[config.mk]
export PLATFORM = sky130hd
export DESIGN_NAME = quad_cascade_counter
export DESIGN_NICKNAME = d
export VERILOG_FILES = /design/src/rtl/qcc_pkg.sv /design/src/rtl/qcc_sync.sv /design/src/rtl/qcc_decode.sv /design/src/rtl/qcc_counter.sv /design/src/rtl/qcc_genreg.sv /design/src/rtl/quad_cascade_counter.sv
export SDC_FILE = /design/constraint.sdc
export NUM_CORES = 1
export LEC_CHECK = 0
export ABC_AREA = 1
export BUFFER_PORTS_ARGS = -buffer_cell sky130_fd_sc_hd__buf_2
export CAP_MARGIN = 20
export CORE_ASPECT_RATIO = 0.8
export CORE_MARGIN = 10
export CORE_UTILIZATION = 45
export CTS_CLUSTER_SIZE = 30
export DETAILED_ROUTE_END_ITERATION = 8
export PLACE_DENSITY = 0.68
export SETUP_SLACK_MARGIN = 0.3
export SLEW_MARGIN = 20
export SYNTH_ARGS = -nofsm -noshare
export SYNTH_HDL_FRONTEND = slang
export SYNTH_SLANG_ARGS = --single-unit
export TNS_END_PERCENT = 20
[constraint.sdc]
create_clock -name clk -period 8 [get_ports clk]
set_input_delay 0.4 -clock clk [delete_from_list [all_inputs] [get_ports clk]]
set_output_delay 0.4 -clock clk [all_outputs]
set_load 0.02 [all_outputs]
[src/rtl/qcc_pkg.sv]
package qcc_pkg;
  typedef enum logic [1:0] {
    MODE_TICK = 2'b00,
    MODE_QUAD = 2'b01,
    MODE_CASC = 2'b10,
    MODE_HOLD = 2'b11
  } cnt_mode_e;

  localparam logic [1:0] EDGE_NONE = 2'b00;
  localparam logic [1:0] EDGE_RISE = 2'b01;
  localparam logic [1:0] EDGE_FALL = 2'b10;
  localparam logic [1:0] EDGE_BOTH = 2'b11;
endpackage

[src/rtl/qcc_sync.sv]
module qcc_sync #(
  parameter int BITS   = 4,
  parameter int STAGES = 2
) (
  input  logic            clk,
  input  logic            rst_n,
  input  logic [BITS-1:0] d,
  output logic [BITS-1:0] q
);
  logic [BITS-1:0] stg [STAGES];

  generate
    for (genvar s = 0; s < STAGES; s++) begin : g_stage
      if (s == 0) begin : g_first
        always_ff @(posedge clk) begin
          if (!rst_n) stg[s] <= '0;
          else        stg[s] <= d;
        end
      end else begin : g_rest
        always_ff @(posedge clk) begin
          if (!rst_n) stg[s] <= '0;
          else        stg[s] <= stg[s-1];
        end
      end
    end
  endgenerate

  assign q = stg[STAGES-1];
endmodule

[src/rtl/qcc_decode.sv]
module qcc_decode (
  input  logic clk,
  input  logic rst_n,
  input  logic a,
  input  logic b,
  output logic step,
  output logic up
);
  logic a_prev, b_prev;
  logic a_chg, b_chg;

  always_ff @(posedge clk) begin
    if (!rst_n) begin
      a_prev <= 1'b0;
      b_prev <= 1'b0;
    end else begin
      a_prev <= a;
      b_prev <= b;
    end
  end

  assign a_chg = a ^ a_prev;
  assign b_chg = b ^ b_prev;

  // 4x decode: exactly one phase moved is a legal step
  always_comb begin
    step = a_chg ^ b_chg;
    if (a_chg) up = (a != b);
    else       up = (b == a);
  end

  // a double change never becomes a step
  assert_no_double_step_R4: assert property (@(posedge clk) disable iff (!rst_n)
    (a_chg && b_chg) |-> !step);
endmodule

[src/rtl/qcc_counter.sv]
module qcc_counter #(
  parameter int WIDTH = 16
) (
  input  logic             clk,
  input  logic             rst_n,
  input  logic             inc,
  input  logic             dec,
  output logic [WIDTH-1:0] count,
  output logic             dir_up,
  output logic             ovf,
  output logic             udf
);
  localparam logic [WIDTH-1:0] CNT_MAX = {WIDTH{1'b1}};
  localparam logic [WIDTH-1:0] CNT_ONE = WIDTH'(1);

  always_ff @(posedge clk) begin
    if (!rst_n) begin
      count  <= '0;
      dir_up <= 1'b1;
      ovf    <= 1'b0;
      udf    <= 1'b0;
    end else begin
      ovf <= 1'b0;
      udf <= 1'b0;
      if (inc && !dec) begin
        count  <= count + CNT_ONE;
        dir_up <= 1'b1;
        ovf    <= (count == CNT_MAX);
      end else if (dec && !inc) begin
        count  <= count - CNT_ONE;
        dir_up <= 1'b0;
        udf    <= (count == '0);
      end
    end
  end

  // wrap pulses only with the matching wrap
  assert_ovf_wrap_R5: assert property (@(posedge clk) disable iff (!rst_n)
    ovf |-> (count == '0) && ($past(count) == CNT_MAX));
  assert_udf_wrap_R5: assert property (@(posedge clk) disable iff (!rst_n)
    udf |-> (count == CNT_MAX) && ($past(count) == '0));
  assert_pulse_exclusive_R5: assert property (@(posedge clk) disable iff (!rst_n)
    !(ovf && udf));
  // direction bit tracks the step just taken
  assert_dir_up_R6: assert property (@(posedge clk) disable iff (!rst_n)
    (inc && !dec) |=> dir_up);
  assert_dir_dn_R6: assert property (@(posedge clk) disable iff (!rst_n)
    (dec && !inc) |=> !dir_up);
  // count moves at most one step per cycle
  assert_single_step_R2: assert property (@(posedge clk) disable iff (!rst_n)
    (count != $past(count)) |->
      ((count == $past(count) + CNT_ONE) || (count == $past(count) - CNT_ONE)));
endmodule

[src/rtl/qcc_genreg.sv]
module qcc_genreg #(
  parameter int WIDTH = 16
) (
  input  logic             clk,
  input  logic             rst_n,
  input  logic [WIDTH-1:0] count,
  input  logic             wr,
  input  logic [WIDTH-1:0] wdata,
  input  logic             capture,
  input  logic [1:0]       edge_sel,
  input  logic             pin,
  output logic [WIDTH-1:0] value,
  output logic             hit
);
  logic pin_prev;
  logic rise, fall, trig;

  always_ff @(posedge clk) begin
    if (!rst_n) pin_prev <= 1'b0;
    else        pin_prev <= pin;
  end

  assign rise = pin & ~pin_prev;
  assign fall = ~pin & pin_prev;
  assign trig = capture && ((edge_sel[0] && rise) || (edge_sel[1] && fall));

  // a write takes priority over a capture in the same cycle
  always_ff @(posedge clk) begin
    if (!rst_n)    value <= '0;
    else if (wr)   value <= wdata;
    else if (trig) value <= count;
  end

  assign hit = !capture && (value == count);

  // write lands one edge later
  assert_write_load_R8: assert property (@(posedge clk) disable iff (!rst_n)
    wr |=> (value == $past(wdata)));
  // a selected edge latches the count
  assert_capture_latch_R9: assert property (@(posedge clk) disable iff (!rst_n)
    (trig && !wr) |=> (value == $past(count)));
  // without write or trigger the register holds
  assert_hold_R9: assert property (@(posedge clk) disable iff (!rst_n)
    (!wr && !trig) |=> $stable(value));
endmodule

[src/rtl/quad_cascade_counter.sv]
module quad_cascade_counter
  import qcc_pkg::*;
#(
  parameter int WIDTH       = 16,
  parameter int NUM_GR      = 2,
  parameter int SYNC_STAGES = 2
) (
  input  logic                    clk,
  input  logic                    rst_n,
  input  logic [1:0]              mode,
  input  logic                    tick,
  input  logic                    ph_a,
  input  logic                    ph_b,
  input  logic                    casc_up,
  input  logic                    casc_dn,
  input  logic [NUM_GR-1:0]       gr_wr,
  input  logic [WIDTH-1:0]        gr_wdata,
  input  logic [NUM_GR-1:0]       gr_capture,
  input  logic [2*NUM_GR-1:0]     cap_edge,
  input  logic [NUM_GR-1:0]       cap_pin,
  output logic [WIDTH-1:0]        count,
  output logic                    dir_up,
  output logic                    ovf,
  output logic                    udf,
  output logic [NUM_GR*WIDTH-1:0] gr_q,
  output logic [NUM_GR-1:0]       cmp_hit
);
  localparam int SYNC_BITS = 2 + NUM_GR;

  cnt_mode_e             cmode;
  logic [SYNC_BITS-1:0]  sync_q;
  logic                  a_s, b_s;
  logic [NUM_GR-1:0]     cap_s;
  logic                  q_step, q_up;
  logic                  inc, dec;

  assign cmode = cnt_mode_e'(mode);

  qcc_sync #(.BITS(SYNC_BITS), .STAGES(SYNC_STAGES)) u_sync (
    .clk   (clk),
    .rst_n (rst_n),
    .d     ({cap_pin, ph_b, ph_a}),
    .q     (sync_q)
  );

  assign a_s   = sync_q[0];
  assign b_s   = sync_q[1];
  assign cap_s = sync_q[SYNC_BITS-1:2];

  qcc_decode u_decode (
    .clk   (clk),
    .rst_n (rst_n),
    .a     (a_s),
    .b     (b_s),
    .step  (q_step),
    .up    (q_up)
  );

  always_comb begin
    inc = 1'b0;
    dec = 1'b0;
    unique case (cmode)
      MODE_TICK: inc = tick;
      MODE_QUAD: begin
        inc = q_step && q_up;
        dec = q_step && !q_up;
      end
      MODE_CASC: begin
        inc = casc_up && !casc_dn;
        dec = casc_dn && !casc_up;
      end
      MODE_HOLD: ;
    endcase
  end

  qcc_counter #(.WIDTH(WIDTH)) u_counter (
    .clk    (clk),
    .rst_n  (rst_n),
    .inc    (inc),
    .dec    (dec),
    .count  (count),
    .dir_up (dir_up),
    .ovf    (ovf),
    .udf    (udf)
  );

  generate
    for (genvar i = 0; i < NUM_GR; i++) begin : g_gr
      qcc_genreg #(.WIDTH(WIDTH)) u_gr (
        .clk      (clk),
        .rst_n    (rst_n),
        .count    (count),
        .wr       (gr_wr[i]),
        .wdata    (gr_wdata),
        .capture  (gr_capture[i]),
        .edge_sel (cap_edge[2*i+1:2*i]),
        .pin      (cap_s[i]),
        .value    (gr_q[i*WIDTH +: WIDTH]),
        .hit      (cmp_hit[i])
      );
    end
  endgenerate

  // hold mode never moves the count
  assert_hold_mode_R10: assert property (@(posedge clk) disable iff (!rst_n)
    (cmode == MODE_HOLD) |=> (count == $past(count)));
  // cascade with both events asserted leaves the count alone
  assert_casc_cancel_R7: assert property (@(posedge clk) disable iff (!rst_n)
    (cmode == MODE_CASC && casc_up && casc_dn) |=> (count == $past(count)));
endmodule

==> impl_metrics.ini <==
[placement]
gp_congestion = 0.8862
placed_cells = 798
portBuffers = 87
dp_hpwl_um = 9025
placed_area_um2 = 4471

[clocking]
clk_pin_slew_ps = 70
cts_num_sinks = 63
ctsHoldBuffers = 0
cts_buffer_depth = 2
ctsResizeCount = 0
tritoncts = done
clk_latency_ps = 350
post-cts-setup-buffers = 0
cts_buffers = 9
h-tree-depth = 3
ctsRootBufferMaster = clkbuf_8

[power]
peakVddDrop_uv = 143.8
comb_power_share_pct = 33.6
leakage_nw = 2.542
switching_share_pct = 37.33
seq_power_share_pct = 34.9
power.density_nw_per_um2 = 232.6
p_int_mw = 0.6873
p_clk_share_pct = 31.5
power_mw = 1.097
switchingPower_mw = 0.4095

[global_routing]
grt_use_total_pct = 17.80
grt_pass1_wl_um = 19670
antenna_found_initial = 0
grt_pass1_vias = 4040
overflow = 0
grt_max_degree = 52

[sta]
fin_skew_ps = 5.436
relSlewSlack_pct = 40.31
timing.final.crit_share_pct = 39.59
setup_violations = 0
rsz0062_at_grt = false
post-route-min-period_ps = 3168
maxSlewViolCount = 0
fin_tns_setup_ps = 0
hold_viol_final = 0
worst_slew_pin_slew_ps = 895.3
fmax_ghz = 0.3157

[worst_hold_path]
hp-class = in -> reg

[floorplan]
die_h_um = 104.5
core_area_um2 = 8596
rows = 30
start_util_pct = 46.77
dieArea_um2 = 13140
pin_count = 88
die_w_um = 125.7

[yosys]
synth_ff_type = dfxtp_1
synth.most_common_cell = nand2_1
synth.largest_area_cell = dfxtp_1
ys_seq_area_share_pct = 31.37
synth.top_cells.by_area = dfxtp_1 31%, nand2_1 18%, inv_1 8.9%, ha_1 6.5%, o21ai_0 6.2%
syn-cell-area_um2 = 4020
ys_seq_elements = 63
async_reset_ff_share_pct = 0
syn-num-nets = 684
synth_common_cells = 188 x nand2_1, 95 x inv_1, 63 x dfxtp_1, 50 x o21ai_0, 34 x nand3_1
ys_types = 28
avgSynthCellArea_um2 = 6.412
syn_inst = 627
yosysWarnings = 0
synth_edf_count = 0
yosysTopAreaCellShare_pct = 31.37

[setup_path]
crit_arrival_ps = 3420
path_max_fanout = 15
critPathKind = reg -> reg
cp-start-kind = flip-flop
end_kind = flip-flop
critPathRequiredTime_ps = 8250

[cells_and_area]
syn_to_final_growth_pct = 17.30
finish.utilization_pct = 54.86
final_nets = 754
drive_gt1_share_pct = 15.67
n_antenna_cell = 0
fillCellCount = 874
final_cells = 814
fin_area_um2 = 4716

[status]
status = finished, final reports clean

[drt]
vias = 4249
drc = 0
drt-pass1-iter-count = 5
antenna_left = 0
drt_iter0_drc = 287
vias_per_cell = 5.220
wl_per_cell_um = 14.86
routed_wl_um = 12090

[run]
maxCapViolCount = 0
power by group through the flow:
stage / clock [mW] / sequential, mW / combinational [mW]
after floorplan: 0 / 0.399 / 0.254
after global placement: 0 / 0.388 / 0.359
after detailed placement: 0 / 0.388 / 0.365
after CTS: 0.351 / 0.381 / 0.368
after global routing: 0.365 / 0.386 / 0.420
final: 0.346 / 0.382 / 0.368
final cells by class:
cell class	count	area, um2	area share, %
multi-input cells	438	2266	48.05
flip-flops and latches	63	1261	26.74
repair buffers	87	435.4	9.233
inverters	98	367.9	7.800
well taps	112	140.1	2.972
clock buffers	10	137.6	2.919
clock inverters	6	107.6	2.282
stage by stage:
step | setup WS, ps | hold WS [ps]
3_5_place_dp | 4782 | 401.2
4_1_cts | 4867 | 216.4
5_1_grt | 4547 | 226.1
6_report | 4832 | 227.9
3_3_place_gp | 4919 | 394.6
2_1_floorplan | 5289 | 390.5
cell families (layout without fill, tap and decap cells):
group	after synthesis	after routing	share of synthesized area (%)
xor gates and xnor gates	23	23	5.198
buffers and inverters	126	201	12.26
DFF	63	63	31.37
adders and majority gates	22	22	7.034
and+or+nand+nor	281	281	28.91
AOI/OAI and AO/OA	112	112	15.22
worst paths after layout:
| path | startpoint | end | slack, ps | cells after the start |
|---|---|---|---|---|
| worst min register to register | u_sync.stg[0][2]$_SDFF_PN0_ | u_sync.stg[1][2]$_SDFF_PN0_ | 410 | 2 |
| worst max-delay path | u_sync.stg[1][0]$_SDFF_PN0_ | u_counter.count[10]$_SDFFE_PN0P_ | 4830 | 19 |
| worst min-delay path | cap_pin[0] | u_sync.stg[0][2]$_SDFF_PN0_ | 230 | 3 |
| worst max register to register | u_sync.stg[1][0]$_SDFF_PN0_ | u_counter.count[10]$_SDFFE_PN0P_ | 4830 | 19 |
registers in the layout, indices dropped and copies added (netlist names):
register,cells
g_gr.u_gr.pin_prev,2
u_decode.a_prev,1
u_counter.udf,1
u_counter.count,16
u_counter.dir_up,1
u_decode.b_prev,1
u_counter.ovf,1
g_gr.u_gr.value,32
u_sync.stg,8
cells in the final DEF, fill, tap and decap left out, drive strengths merged:
cell / count
nor4: 5
buf: 87
fa: 1
nand3b: 4
clkinv: 2
o211ai: 3
inv: 98
dfxtp: 63
o22ai: 5
nor2: 32
nor3: 6
xor2: 6
a21oi: 26
o21ai: 50
clkinvlp: 1
nand2: 190
clkbuf: 10
a31oi: 27
o2111ai: 1
bufinv: 3
nand4: 7
or2: 3
xnor2: 17
ha: 21
nand3: 34
metal layers:
| layer | part of all wire, % | GRT usage [%] |
|---|---|---|
| met2 | 43 | 28.33 |
| met3 | 9.8 | 7.576 |
| met5 | 0 | 0 |
| met4 | 1.3 | 4.187 |
| met1 | 46 | 21.73 |
worst max-delay path: stages, from the launching register on:
cell and delay [ps]:
dfxtp_1 400, xor2_1 190, xnor2_1 160, nand3b_1 130, nand2_1 60, nand2_2 70, inv_2 30, ha_1 280
inv_1 430, ha_1 390, nand2_1 140, inv_1 50, nand2_1 80, nand3_1 190, nand2_1 140, nand2_1 60
nand2_1 60, nand3_1 60, nand2_1 90, inv_1 40
(Power assumes the default switching activity.)
